<file path="src/rtl/spi_pkg.sv">
package spi_pkg;
  localparam int FRAME_W  = 16;
  localparam int IDX_W    = $clog2(FRAME_W);
  localparam int CNT_W    = IDX_W + 1;
  localparam int PRE_W    = 8;
  localparam int RATE_W   = 8;
  localparam int CTRL_W   = 16;
  localparam int MIN_BITS = 4;
  // control word field positions
  localparam int RATE_LSB = 8;
  localparam int CPOL_BIT = 7;
  localparam int CPHA_BIT = 6;

  typedef struct packed {
    logic              cpol;
    logic              cpha;
    logic [IDX_W-1:0]  size_m1;
    logic [RATE_W-1:0] rate;
    logic [PRE_W-2:0]  pre_half;
  } cfg_t;
endpackage

</file>
<file path="src/rtl/spi_cfg_decode.sv">
module spi_cfg_decode
  import spi_pkg::*;
(
  input  logic [CTRL_W-1:0] ctrl_i,
  input  logic [PRE_W-1:0]  prescale_i,
  output cfg_t              cfg_o
);
  localparam logic [IDX_W-1:0] MIN_M1 = IDX_W'(MIN_BITS - 1);
  localparam logic [PRE_W-2:0] HALF_MIN = 1;
  localparam logic [PRE_W-2:0] HALF_MAX = '1;

  logic unused_ctrl;
  assign unused_ctrl = ^ctrl_i[CPHA_BIT-1:IDX_W];

  always_comb begin
    cfg_o.cpol    = ctrl_i[CPOL_BIT];
    cfg_o.cpha    = ctrl_i[CPHA_BIT];
    cfg_o.rate    = ctrl_i[RATE_LSB +: RATE_W];
    cfg_o.size_m1 = (ctrl_i[IDX_W-1:0] < MIN_M1) ? MIN_M1 : ctrl_i[IDX_W-1:0];
    // half of the prescale value, rounded up to even, clamped to 2..max even
    if (prescale_i == '0)
      cfg_o.pre_half = HALF_MIN;
    else if (&prescale_i)
      cfg_o.pre_half = HALF_MAX;
    else
      cfg_o.pre_half = prescale_i[PRE_W-1:1] + {{(PRE_W-2){1'b0}}, prescale_i[0]};
  end
endmodule

</file>
<file path="src/rtl/spi_clk_div.sv">
module spi_clk_div
  import spi_pkg::*;
(
  input  logic              clk_i,
  input  logic              rst_ni,
  input  logic              run_i,
  input  logic [PRE_W-2:0]  pre_half_i,
  input  logic [RATE_W-1:0] rate_i,
  output logic              tick_o
);
  localparam logic [PRE_W-2:0]  PRE_ONE  = 1;
  localparam logic [RATE_W-1:0] RATE_ONE = 1;

  logic [PRE_W-2:0]  pre_q;
  logic [RATE_W-1:0] rate_q;
  logic              pre_wrap, rate_wrap;

  assign pre_wrap  = (pre_q == pre_half_i - PRE_ONE);
  assign rate_wrap = (rate_q == rate_i);
  assign tick_o    = run_i & pre_wrap & rate_wrap;

  always_ff @(posedge clk_i or negedge rst_ni) begin
    if (!rst_ni) begin
      pre_q  <= '0;
      rate_q <= '0;
    end else if (!run_i) begin
      pre_q  <= '0;
      rate_q <= '0;
    end else if (pre_wrap) begin
      pre_q  <= '0;
      rate_q <= rate_wrap ? '0 : rate_q + RATE_ONE;
    end else begin
      pre_q <= pre_q + PRE_ONE;
    end
  end
endmodule

</file>
<file path="src/rtl/spi_shifter.sv">
module spi_shifter
  import spi_pkg::*;
(
  input  logic               clk_i,
  input  logic               rst_ni,
  input  logic               en_i,
  input  logic               loop_i,
  input  cfg_t               cfg_i,
  input  logic               tx_valid_i,
  input  logic [FRAME_W-1:0] tx_data_i,
  input  logic               miso_i,
  input  logic               tick_i,
  output logic               run_o,
  output cfg_t               cfg_o,
  output logic               tx_ready_o,
  output logic               rx_valid_o,
  output logic [FRAME_W-1:0] rx_data_o,
  output logic               sclk_o,
  output logic               mosi_o
);
  localparam logic [CNT_W-1:0] CNT_ONE = 1;
  localparam logic [IDX_W-1:0] IDX_ONE = 1;

  logic               act_q, sclk_q, rx_valid_q;
  cfg_t               cfg_q;
  logic [FRAME_W-1:0] tx_q, rx_q, rx_data_q, rx_next;
  logic [IDX_W-1:0]   idx_q;
  logic [CNT_W-1:0]   edge_cnt_q;
  logic step, leading, last, sample_now, shift_now, load, bit_out, miso_eff;

  always_comb begin
    step       = act_q & tick_i;
    leading    = ~edge_cnt_q[0];
    last       = step & (edge_cnt_q == {cfg_q.size_m1, 1'b1});
    // phase 0 samples on leading edges, phase 1 on trailing edges
    sample_now = step & (leading ^ cfg_q.cpha);
    shift_now  = step & ~(leading ^ cfg_q.cpha) & (edge_cnt_q != '0);
    bit_out    = tx_q[idx_q];
    miso_eff   = loop_i ? bit_out : miso_i;
    rx_next    = sample_now ? ((rx_q << 1) | FRAME_W'(miso_eff)) : rx_q;
    tx_ready_o = en_i & (~act_q | last);
    load       = tx_ready_o & tx_valid_i;
  end

  always_ff @(posedge clk_i or negedge rst_ni) begin
    if (!rst_ni) begin
      act_q      <= 1'b0;
      cfg_q      <= '0;
      tx_q       <= '0;
      rx_q       <= '0;
      idx_q      <= '0;
      edge_cnt_q <= '0;
      sclk_q     <= 1'b0;
      rx_valid_q <= 1'b0;
      rx_data_q  <= '0;
    end else begin
      rx_valid_q <= last;
      if (last) rx_data_q <= rx_next;

      if (load) begin
        act_q      <= 1'b1;
        cfg_q      <= cfg_i;
        tx_q       <= tx_data_i;
        idx_q      <= cfg_i.size_m1;
        edge_cnt_q <= '0;
        rx_q       <= '0;
      end else if (last) begin
        act_q <= 1'b0;
      end else if (step) begin
        edge_cnt_q <= edge_cnt_q + CNT_ONE;
        rx_q       <= rx_next;
        if (shift_now) idx_q <= idx_q - IDX_ONE;
      end

      if (load)        sclk_q <= cfg_i.cpol;
      else if (step)   sclk_q <= ~sclk_q;
      else if (!act_q) sclk_q <= cfg_i.cpol;
    end
  end

  assign run_o      = act_q;
  assign cfg_o      = cfg_q;
  assign rx_valid_o = rx_valid_q;
  assign rx_data_o  = rx_data_q;
  assign sclk_o     = sclk_q;
  assign mosi_o     = act_q & bit_out;
endmodule

</file>
<file path="src/rtl/spi_shift_master.sv">
module spi_shift_master
  import spi_pkg::*;
(
  input  logic               clk_i,
  input  logic               rst_ni,
  input  logic               en_i,
  input  logic               loop_i,
  input  logic [CTRL_W-1:0]  ctrl_i,
  input  logic [PRE_W-1:0]   prescale_i,
  input  logic               tx_valid_i,
  input  logic [FRAME_W-1:0] tx_data_i,
  output logic               tx_ready_o,
  output logic               rx_valid_o,
  output logic [FRAME_W-1:0] rx_data_o,
  output logic               sclk_o,
  output logic               mosi_o,
  input  logic               miso_i,
  output logic               busy_o
);
  cfg_t cfg_live, cfg_run;
  logic run, tick;

  spi_cfg_decode u_dec (
    .ctrl_i     (ctrl_i),
    .prescale_i (prescale_i),
    .cfg_o      (cfg_live)
  );

  spi_clk_div u_div (
    .clk_i      (clk_i),
    .rst_ni     (rst_ni),
    .run_i      (run),
    .pre_half_i (cfg_run.pre_half),
    .rate_i     (cfg_run.rate),
    .tick_o     (tick)
  );

  spi_shifter u_shf (
    .clk_i      (clk_i),
    .rst_ni     (rst_ni),
    .en_i       (en_i),
    .loop_i     (loop_i),
    .cfg_i      (cfg_live),
    .tx_valid_i (tx_valid_i),
    .tx_data_i  (tx_data_i),
    .miso_i     (miso_i),
    .tick_i     (tick),
    .run_o      (run),
    .cfg_o      (cfg_run),
    .tx_ready_o (tx_ready_o),
    .rx_valid_o (rx_valid_o),
    .rx_data_o  (rx_data_o),
    .sclk_o     (sclk_o),
    .mosi_o     (mosi_o)
  );

  assign busy_o = run | (en_i & tx_valid_i);
endmodule

</file>
<file path="config.mk">
export PLATFORM = sky130hd
export DESIGN_NAME = spi_shift_master
export DESIGN_NICKNAME = d
export VERILOG_FILES = /design/src/rtl/spi_pkg.sv /design/src/rtl/spi_cfg_decode.sv /design/src/rtl/spi_clk_div.sv /design/src/rtl/spi_shifter.sv /design/src/rtl/spi_shift_master.sv
export SDC_FILE = /design/constraint.sdc
export NUM_CORES = 1
export LEC_CHECK = 0
export BUFFER_PORTS_ARGS = -buffer_cell sky130_fd_sc_hd__buf_2
export CELL_PAD_IN_SITES_DETAIL_PLACEMENT = 1
export CELL_PAD_IN_SITES_GLOBAL_PLACEMENT = 1
export CORE_UTILIZATION = 46
export CTS_BUF_LIST = sky130_fd_sc_hd__clkbuf_8
export CTS_CLUSTER_SIZE = 10
export DETAILED_ROUTE_END_ITERATION = 10
export HOLD_SLACK_MARGIN = 0.03
export PLACE_DENSITY = 0.78
export SLEW_MARGIN = 5
export SYNTH_ARGS = -nofsm -noshare
export SYNTH_HDL_FRONTEND = slang
export SYNTH_SLANG_ARGS = --single-unit
</file>
<file path="constraint.sdc">
create_clock -name clk_i -period 4 [get_ports clk_i]
set_input_delay 0.2 -clock clk_i [delete_from_list [all_inputs] [get_ports clk_i]]
set_output_delay 0.2 -clock clk_i [all_outputs]
set_load 0.05 [all_outputs]
</file>
# Word level (Yosys, flattened, before mapping)
# Index checks and enable logic that the tools add are counted.
# totals
register_bits	95
inputBits	46
# classes
addsub	6
n_lt_le_gt_ge	2
eq_ne	6
muxes	27
n_bitwise	19
reduce_logical	8
# ops
op	count
2-to-1 mux 16 bit	4
2-to-1 mux 7 bit	4
2-to-1 mux 8 bit	3
2-to-1 mux 4 bit	5
bitwise OR 16 x 1 -> 16 bit	1
2-to-1 mux 5 bit	3
bitwise AND 1 bit	11
adder 8 x 1 -> 8 bit (second input constant)	1
equality test 8 bit	1
logical NOT 8 bit	1
AND reduction 8 bit	1
adder 7 x 1 -> 7 bit	1
adder 7 x 1 -> 7 bit (second input constant)	1
equality test 7 bit	1
2-to-1 mux 1 bit	7
subtractor 7 x 1 -> 7 bit (second input constant)	1
nonzero test 2 bit	3
adder 5 x 1 -> 5 bit (second input constant)	1
equality test 5 bit	1
< comparator 4 x 5 -> 1 bit (second input constant)	1
nonzero test 5 bit	1
binary-select mux 1 bit (select 4 bit)	1
< comparator 4 x 2 -> 1 bit (second input constant)	1
!= test 2 bit (second input constant)	2
other kinds (7)	11

# Logic depth before layout (Yosys ltp)
# Gate-level depths: netlist of the first run.
# logic_depth
ltp_word	11
ltp_mapped	11

# Cells and area by module
# From an unflattened synthesis of the first run, not the netlist that was laid out.
# hier_totals
hier_cells	446
hier_area_um2	5238.8
# by_module_without_submodules
mod	instances	cells_each	area_per_inst_um2	seq_area_each_um2
spi_shifter	1	283	3822.4	2026.9
spi_clk_div	1	118	1089.8	375.4
spi_cfg_decode	1	44	319.1	0.0
spi_shift_master	1	1	7.5	0.0

# Least setup slack after synthesis of the first run
# OpenSTA, ideal clock, no wires.
# synth_timing
path_type	register to output
start	reg u_shf.cfg_q (netlist bit u_shf.cfg_o[2])
end	out tx_ready_o
arrival_ns	3.290
required_time_ns	3.800
setup_slack_ns	0.510
path_stages_with_launch	7
path_cell_list	dfrtp_1 or3_1 o31a_1 or4_4 a2111o_1 buf_2 a21boi_0
# synth_via
elab_chain_cells	8
# synth_lines
item	line_no	source
start, declared	spi_shifter.sv:25	cfg_t cfg_q;
start signal, assigned	spi_shifter.sv:62	cfg_q <= cfg_i;
subtractor 7 x 1 -> 7 bit	spi_clk_div.sv:18	assign pre_wrap = (pre_q == pre_half_i - PRE_ONE);
equality test 7 bit	spi_clk_div.sv:18	
bitwise AND 1 bit (2 in series)	spi_clk_div.sv:20	assign tick_o = run_i & pre_wrap & rate_wrap;
bitwise AND 1 bit	spi_shifter.sv:32	step = act_q & tick_i;
bitwise AND 1 bit	spi_shifter.sv:34	last = step & (edge_cnt_q == {cfg_q.size_m1, 1'b1});
bitwise OR 1 bit	spi_shifter.sv:41	tx_ready_o = en_i & (~act_q | last);
bitwise AND 1 bit	spi_shifter.sv:41	
end, declared	spi_shift_master.sv:12	output logic tx_ready_o,
# No other way between the ends.

# Final worst setup path of the first run
# Same ends and word-level chain as after synthesis.

==> flow_metrics.tcl, run 1 <==
set metrics [dict create \
    regToRegSetupSlack_ps 720 \
    drt_wl_total_mm 11.3 \
    num_vias 3774 \
    drive_above_1_share 0.167 \
    core_area_um2 9820 \
    p_total_uw 3090 \
    rsz0062_at_grt "false" \
    grt_pass1_wl_mm 19.1 \
    period_needed_ps 3470 \
    synthMuxAreaShare 0.0644 \
    criticalPathCategory "flip-flop to output pin" \
    rows 36 \
    drtIter0Drc 128 \
    gp_congestion 0.753 \
    worstPathRequired_ps 3800 \
    start_kind "flip-flop" \
    crit_fanout 19 \
    synth_xor_area_frac 0.0689 \
    timing.rr.start "u_shf.cfg_o[2]" \
    wl_per_cell_um 16.1 \
    dr.pass1.iters 4 \
    setup_slack_ps 532 \
    synth_area_um2 4700 \
    avgSynthCellArea_um2 9.78 \
    fin_skew_ps 11.1 \
    cts_max_level 3 \
    layout.nets 620 \
    grt_max_degree 72 \
    preCtsSetupSlack_ps 746 \
    synth_cell_types 47 \
    worstHoldEndpoint "u_shf.cfg_o[12]" \
    timing.setup.tns_ps 0 \
    ys_seq_elements 95 \
    grt_usage 0.237 \
    p_per_area_nw_per_um2 558 \
    async_reset_ff_frac 1.00 \
    initial_core_util 0.479 \
    gr-total-overflow 0 \
    ys.flop_type "dfrtp_1" \
    final_util 0.564 \
    syn_inst 481 \
    die_h_um 103 \
    via_per_inst 5.37 \
    tritoncts "built" \
    portBuffers 64 \
    drv_slew 0 \
    synthSimpleGateAreaFrac 0.184 \
    cts-root-buf "clkbuf_8" \
    rr_worst_depth 7 \
    max_slew_margin 0.361 \
    hold_viol_final 0 \
    drc 0 \
    synth-edff-count 0 \
    n_antenna_cell 0 \
    startpoint "u_shf.cfg_o[2]" \
    synth_top_family_by_area "simple AND/OR/NAND/NOR gates" \
    cts.clk_slew.worst_paths_ps 90 \
    grt_pass1_vias 3880 \
    worst_pin_slew_ps 959 \
    hp-start "ctrl_i[13]" \
    synth_compound_area_frac 0.121 \
    finalSetupViolCount 0 \
    cap_violations 0 \
    synth_fa_ha_area_frac 0.0239 \
    clock_latency_ps 370 \
    hpwl_mm 7.69 \
    boundaryPins 67 \
    synth_nets 536 \
    irDropWorstVdd_mv 0.290 \
    max_freq_mhz 288 \
    ant_nets 0 \
    cts_made_buffers 9 \
    crit_path_end_kind "output pin" \
    p_leak_uw 0.00273 \
    yosysSeqAreaShare 0.505 \
    antenna_found_initial 0 \
    area_growth_pct 17.8 \
    fp.dieArea_um2 10600 \
    min_path_cells 3 \
    n_fill_cell 1176 \
    postCtsSetupBuffers 0 \
    layout_worst_path_cycle_share 0.867 \
    fp.dieW_um 103 \
    cts.sinks 95 \
    hold_class "input port to flip-flop" \
    clock_path_buffers 2 \
    reg2reg_to "u_shf.cfg_o[0]" \
    yosys_warnings 0 \
    outcome "completed" \
    arrival_ps 3270 \
]
## placed cells by master (no fill, tap or decap), types with 3 or more instances in the layout
cell type      count
inv_1             14
o21ai_0           30
nor4_1             5
mux4_2             4
ha_1               9
nand2_1          119
a21boi_0           3
a211oi_1           4
o21ai_1            4
or4_1              3
nand4_1            4
nor2_1            25
or3_1              4
mux2i_1           19
a21o_1             4
clkbuf_8          11
buf_4             10
and3_1             5
xnor2_1           17
nor3b_1            3
xor2_1            20
dlygate4sd3_1     21
dfrtp_1           95
a21oi_1           13
a22o_1            16
buf_2             63
nor3_1             4
nand3_1           14
## state kept, by name, summed over array words and instances (netlist names)
signal,flops
u_shf.sclk_o,1
u_shf.cfg_o,20
u_shf.rx_q,16
u_div.rate_q,8
u_shf.tx_q,16
u_shf.run_o,1
u_div.pre_q,7
u_shf.idx_q,4
u_shf.rx_data_o,16
u_shf.rx_valid_o,1
u_shf.edge_cnt_q,5
## worst max-delay path: stages, from the launching register on
cell	delay, ps
dfrtp_1	450
or3_1	420
o31a_1	270
or4_4	540
a2111o_1	390
buf_4	220
a21boi_0	290
buf_2	320
## cell usage after synthesis (3+ instances only)
| master | n | area share |
|---|---|---|
| nor2_1 | 25 | 0.020 |
| buf_2 | 5 | 0.0053 |
| dfrtp_1 | 95 | 0.51 |
| inv_1 | 11 | 0.0088 |
| nand2_1 | 119 | 0.095 |
| xor2_1 | 20 | 0.037 |
| clkbuf_1 | 12 | 0.0096 |
| nor3b_1 | 3 | 0.0048 |
| mux2i_1 | 19 | 0.040 |
| or4_1 | 3 | 0.0048 |
| a211oi_1 | 4 | 0.0064 |
| a21oi_1 | 13 | 0.014 |
| and3_1 | 5 | 0.0067 |
| mux4_2 | 4 | 0.019 |
| nor3_1 | 4 | 0.0043 |
| or3_1 | 4 | 0.0053 |
| o21ai_0 | 30 | 0.032 |
| a21o_1 | 4 | 0.0064 |
| nand4_1 | 4 | 0.0053 |
| nand3_1 | 14 | 0.015 |
| ha_1 | 9 | 0.024 |
| xnor2_1 | 17 | 0.032 |
| a21boi_0 | 3 | 0.0048 |
| nor4_1 | 5 | 0.0067 |
| o21ai_1 | 4 | 0.0043 |
| a22o_1 | 16 | 0.030 |
## logic make-up (layout without fill, tap and decap cells)
family,after synthesis,count (layout)
and+or+nand+nor,196,196
DFF,95,95
AOI/OAI and AO/OA,86,86
xor gates and xnor gates,37,37
buffers and inverters,33,122
muxes,25,25
adders and majority gates,9,9
## where the power goes
part	switching, uW	internal (uW)
Combinational	577	463
Clock	327	254
Sequential	265	1200
Total	1170	1920
## cell type report
class / count / area (um^2) / share of cell area
flip-flops and latches: 95 / 2380 / 0.429
multi-input cells: 353 / 2170 / 0.392
repair buffers: 94 / 601 / 0.108
well taps: 133 / 166 / 0.0300
clock buffers: 11 / 151 / 0.0273
inverters: 12 / 45.0 / 0.00813
clock inverters: 5 / 26.3 / 0.00474
## per-stage QoR
step	instance area, um^2	hold WS (ps)	std cells
final	5540	41.9	703
after global routing	5540	40.3	703
after CTS	5540	32.3	703
after detailed placement	5150	393	666
after global placement	5150	384	666
after floorplan	4700	-95.6	481
## layer usage
layer,routed length (um),track usage
met1,5050,0.301
met2,5770,0.414
met3,317,0.0285
met4,209,0.0943
met5,0,0
## how the worst max path moves through the flow
stage / endpoint / slack (ps) / depth (start not counted)
after CTS: tx_ready_o / 490 / 7
final: tx_ready_o / 530 / 7
after global placement: u_shf.cfg_o[0] / 790 / 7
after detailed placement: u_shf.cfg_o[0] / 750 / 7
after global routing: tx_ready_o / 330 / 9
after floorplan: tx_ready_o / 510 / 6
## what timing repair did
| item | 4_1_cts | 5_1_grt |
|---|---|---|
| endpoints found under the hold margin | 90 | 0 |
| hold buffers | 21 | 0 |
| gates resized for setup | 0 | 0 |
Note: power is estimated with default switching activity, not from simulation.
==> run 2, diff against run 1 <==
--- a/config.mk
+++ b/config.mk
@@ -8,6 +8,7 @@
 export BUFFER_PORTS_ARGS = -buffer_cell sky130_fd_sc_hd__buf_2
 export CELL_PAD_IN_SITES_DETAIL_PLACEMENT = 1
 export CELL_PAD_IN_SITES_GLOBAL_PLACEMENT = 1
+export CORE_ASPECT_RATIO = 0.6
 export CORE_UTILIZATION = 46
 export CTS_BUF_LIST = sky130_fd_sc_hd__clkbuf_8
 export CTS_CLUSTER_SIZE = 10
==> run 2 against run 1 <==
- non-clock buffer count increased by 3
- largest power group unchanged
- clock-buffer cell count down 2
- fmax shrank 1.8%
- clock skew up 3.2 ps
- combinational power barely moved
- worst setup slack got worse by 63 ps
- power increased by 3.2%
- register-to-register slack worse by 250 ps
- sequential power is essentially flat
- global-route usage grew 0.89 points
- critical path depth shrank 1
==> flow_metrics.tcl, run 2 (same netlist as run 1, synthesis figures left out) <==
set metrics [dict create \
    cts.sinks 95 \
    clock_latency_ps 380 \
    drv_slew 0 \
    cts.repair.resized 0 \
    dr.pass1.iters 4 \
    largest_register_ffs 20 \
    crit_path_end_kind "flip-flop" \
    hold_class "input port to flip-flop" \
    postCtsSetupBuffers 0 \
    max_freq_mhz 283 \
    hpwl_mm 8.11 \
    layout.nets 623 \
    outcome "completed" \
    grt_usage 0.246 \
    switching_share 0.370 \
    n_antenna_cell 0 \
    power.switching_uw 1180 \
    rsz0062_at_grt "false" \
    max_slew_margin 0.429 \
    criticalPathCategory "flip-flop to flip-flop" \
    grt_pass1_vias 4059 \
    n_fill_cell 1157 \
    p_per_area_nw_per_um2 569 \
    grt_max_degree 67 \
    start_kind "flip-flop" \
    cts.clk_slew.worst_paths_ps 100 \
    arrival_ps 3820 \
    startpoint "u_shf.cfg_o[2]" \
    die_h_um 80.3 \
    cts_made_buffers 9 \
    drtIter0Drc 159 \
    slowest_stage "a2111oi_0" \
    portBuffers 64 \
    cts_max_level 3 \
    timing.rr.start "u_shf.cfg_o[2]" \
    hp-start "tx_data_i[15]" \
    antenna_found_initial 0 \
    tritoncts "built" \
    preCtsSetupSlack_ps 538 \
    period_needed_ps 3530 \
    p_seq_frac 0.459 \
    rows 28 \
    gp_congestion 0.808 \
    initial_core_util 0.476 \
    fp.dieW_um 133 \
    crit_fanout 16 \
    timing.setup.tns_ps 0 \
    worst_pin_slew_ps 857 \
    cts_hold_buf 24 \
    worstPathRequired_ps 4290 \
    layout_worst_path_cycle_share 0.883 \
    via_per_inst 5.33 \
    drt_wl_total_mm 11.8 \
    drc 0 \
    seqCellArea_um2 2380 \
    wl_per_cell_um 16.7 \
    core_area_um2 9880 \
    intPower_uw 2010 \
    clock_path_buffers 2 \
    ant_nets 0 \
    drive_above_1_share 0.168 \
    irDropWorstVdd_mv 0.236 \
    gr-total-overflow 0 \
    cts-root-buf "clkbuf_8" \
    hold_viol_final 0 \
    p_leak_uw 0.00275 \
    cp_cell_sequence "or3_1 > o31a_1 > or4_4 > a2111oi_0 > nand3_1 > o21ai_0" \
    setup_slack_ps 469 \
    hold_slack_ps 42.5 \
    critPathTopFamily "simple AND/OR/NAND/NOR gates" \
    layout_commonest_cell "nand2_1" \
    pwr-share-comb 0.320 \
    max_stage_delay_ps 740 \
    area_growth_pct 19.2 \
    p_total_uw 3190 \
    mostFrequentLayoutCells "119 x nand2_1, 95 x dfrtp_1, 63 x buf_2" \
    boundaryPins 67 \
    finalSetupViolCount 0 \
    cap_violations 0 \
    power.share.clock 0.221 \
    fp.dieArea_um2 10600 \
    fin_skew_ps 14.3 \
    multiInputGateArea_um2 2170 \
    num_vias 3775 \
    grt_pass1_wl_mm 20.3 \
    cp_num_buf_inv 0 \
]
run 2: cell count changes in the layout (fill, tap and decap cells not counted):
cell	previous run	this run
clkinv_2	0	1
bufinv_16	0	2
inv_1	14	13
clkinvlp_4	2	1
clkbuf_8	11	9
inv_6	0	1
dlygate4sd3_1	21	24
run 2: tightest hold or removal path: cells and delay by family:
family	cells	cell delay [ps]
buf+inv	1	80
simple gates	2	110
run 2: layer usage:
layer | share of wire | up-vias | GRT usage
li1 | - | 1827 | -
met1 | 0.48 | 1873 | 0.325
met2 | 0.47 | 65 | 0.401
met3 | 0.038 | 10 | 0.0606
met4 | 0.011 | 0 | 0.0793
met5 | 0 | - | 0
run 2: through the flow:
stage | instances | area (um^2) | utilization
global route | 708 | 5610 | 0.568
detailed placement | 668 | 5150 | 0.522
CTS | 708 | 5610 | 0.568
finish | 708 | 5610 | 0.568
floorplan | 481 | 4700 | -
global placement | 668 | 5150 | 0.522
run 2: power groups by stage:
stage	Clock, uW	Combinational [uW]	Sequential [uW]
global route	757	1150	1510
CTS	725	1030	1460
global placement	0	939	1470
detailed placement	0	1000	1480
finish	706	1020	1460
floorplan	0	764	1410
run 2: cell type report:
type / instances / share of cell area
tap: 135 / 0.0301
clock inverter: 7 / 0.0158
clock buffer: 9 / 0.0221
multi-input combinational: 353 / 0.388
sequential: 95 / 0.424
timing repair buffer: 97 / 0.112
inverter: 12 / 0.00803
run 2: final timing paths:
path                                       to  slack [ps]  cells after the start
setup / recovery           u_shf.rx_data_o[7]         470                      6
hold / removal                 u_shf.tx_q[15]          40                      3
setup reg to reg           u_shf.rx_data_o[7]         470                      6
hold reg to reg                 u_shf.tx_q[7]         480                      2
max in group asynchronous    u_shf.rx_valid_o        2650                      3
min in group asynchronous      u_shf.cfg_o[6]         450                      2
==> run 3, diff against run 2 <==
--- a/config.mk
+++ b/config.mk
@@ -14,7 +14,7 @@
 export CTS_CLUSTER_SIZE = 10
 export DETAILED_ROUTE_END_ITERATION = 10
 export HOLD_SLACK_MARGIN = 0.03
-export PLACE_DENSITY = 0.78
+export PLACE_DENSITY = 0.87
 export SLEW_MARGIN = 5
 export SYNTH_ARGS = -nofsm -noshare
 export SYNTH_HDL_FRONTEND = slang
==> run 3 against run 2 <==
- wire length grew 4.8%
- global-route usage increased by 0.66 points
- non-clock buffer count did not move
- die area stayed put
- sequential cell count is the same
- register-to-register slack improved by 120 ps
- sequential power about the same
- largest cell class unchanged
- largest power group unchanged
==> flow_metrics.tcl, run 3 (same netlist as run 1, synthesis figures left out) <==
set metrics [dict create \
    largest_register_ffs 20 \
    n_fill_cell 1155 \
    clock_latency_ps 380 \
    cts_hold_buf 25 \
    power.share.clock 0.212 \
    timing.rr.start "u_shf.cfg_o[2]" \
    area_growth_pct 19.1 \
    layout.nets 623 \
    max_freq_mhz 281 \
    crit_path_end "tx_ready_o" \
    grt_pass1_vias 4148 \
    p_per_area_nw_per_um2 569 \
    timing.setup.tns_ps 0 \
    intPower_uw 1960 \
    grt_pass1_wl_mm 20.9 \
    max_slew_margin 0.446 \
    max_stage_delay_ps 570 \
    boundaryPins 67 \
    cap_violations 0 \
    cts.sinks 95 \
    crit_fanout 13 \
    wl_per_cell_um 17.5 \
    num_vias 3915 \
    finalSetupViolCount 0 \
    die_h_um 80.3 \
    startpoint "u_shf.cfg_o[2]" \
    drt_wl_total_mm 12.4 \
    cts.repair.resized 0 \
    ant_nets 0 \
    gr-total-overflow 0 \
    seqCellArea_um2 2380 \
    slowest_stage "a2111o_1" \
    cts.clk_slew.worst_paths_ps 100 \
    rr_worst_depth 8 \
    regToRegSetupSlack_ps 590 \
    rows 28 \
    drive_above_1_share 0.169 \
    p_leak_uw 0.00273 \
    criticalPathCategory "flip-flop to output pin" \
    initial_core_util 0.476 \
    start_kind "flip-flop" \
    drtIter0Drc 153 \
    outcome "completed" \
    irDropWorstVdd_mv 0.333 \
    antenna_found_initial 0 \
    multiInputGateArea_um2 2170 \
    worstPathRequired_ps 3800 \
    via_per_inst 5.53 \
    tritoncts "built" \
    core_area_um2 9880 \
    drc 0 \
    grt_max_degree 55 \
    min_path_cells 3 \
    cts-root-buf "clkbuf_8" \
    rsz0062_at_grt "false" \
    hold_viol_final 0 \
    mostFrequentLayoutCells "119 x nand2_1, 95 x dfrtp_1, 63 x buf_2" \
    cts_made_buffers 9 \
    pwr-share-comb 0.327 \
    n_antenna_cell 0 \
    hpwl_mm 8.42 \
    dr.pass1.iters 4 \
    layout_commonest_cell "nand2_1" \
    worst_pin_slew_ps 831 \
    postCtsSetupBuffers 0 \
    cts_max_level 3 \
    p_seq_frac 0.461 \
    cp_cell_sequence "or3_1 > o31a_1 > or4_4 > a2111o_1 > buf_4 > a21boi_0 > buf_2" \
    period_needed_ps 3560 \
    fin_skew_ps 11.9 \
    drv_slew 0 \
    gp_congestion 0.827 \
    layout_worst_path_cycle_share 0.890 \
    arrival_ps 3360 \
    hp-start "ctrl_i[8]" \
    portBuffers 64 \
    hold_class "input port to flip-flop" \
    power.switching_uw 1230 \
    switching_share 0.387 \
    final_util 0.567 \
    fp.dieW_um 133 \
    crit_path_end_kind "output pin" \
    clock_path_buffers 2 \
    fp.dieArea_um2 10600 \
    reg2reg_to "u_shf.cfg_o[15]" \
    grt_usage 0.253 \
]
-- run 3: how the worst min path moves through the flow --
stage / slack, ps / endpoint
2_1_floorplan: -100 / u_div.pre_q[0]
3_3_place_gp: 280 / u_div.pre_q[5]
3_5_place_dp: 300 / u_div.pre_q[5]
4_1_cts: 30 / u_shf.cfg_o[7]
5_1_grt: 50 / u_shf.cfg_o[7]
6_report: 40 / u_shf.cfg_o[7]
-- run 3: worst max-delay path: cells and delay by family (launching register included) --
kind                   cells  cell delay [ps]
AOI/OAI and AO/OA          3             1010
DFF                        1              460
and+or+nand+nor            2              960
buffers and inverters      2              550
-- run 3: power by group through the flow --
stage          clock, uW  sequential, uW  combinational, uW
2_1_floorplan          0            1410                764
3_3_place_gp           0            1470                934
3_5_place_dp           0            1490               1010
4_1_cts              688            1470               1050
5_1_grt              720            1510               1180
6_report             675            1470               1040
-- run 3: layer usage --
layer,global-route usage,vias up,part of all wire
met3,0.0486,16,0.030
li1,-,1831,-
met1,0.331,1994,0.47
met2,0.427,74,0.48
met5,0,-,0
met4,0.0816,0,0.013
-- run 3: cell type report --
type                    count  share of cell area
inverters                  12             0.00804
flip-flops and latches     95               0.424
repair buffers             97               0.113
clock buffers               9              0.0221
multi-input cells         353               0.388
clock inverters             7              0.0141
well taps                 135              0.0302
-- run 3: stage by stage --
step	hold WS, ps	power [uW]	instance area, um^2	worst slack (ps)	std cells
2_1_floorplan	-95.6	2180	4700	510	481
6_report	39.9	3190	5600	441	708
3_3_place_gp	282	2400	5150	730	667
4_1_cts	34.8	3210	5600	432	708
5_1_grt	47.8	3410	5600	224	708
3_5_place_dp	296	2500	5150	624	667
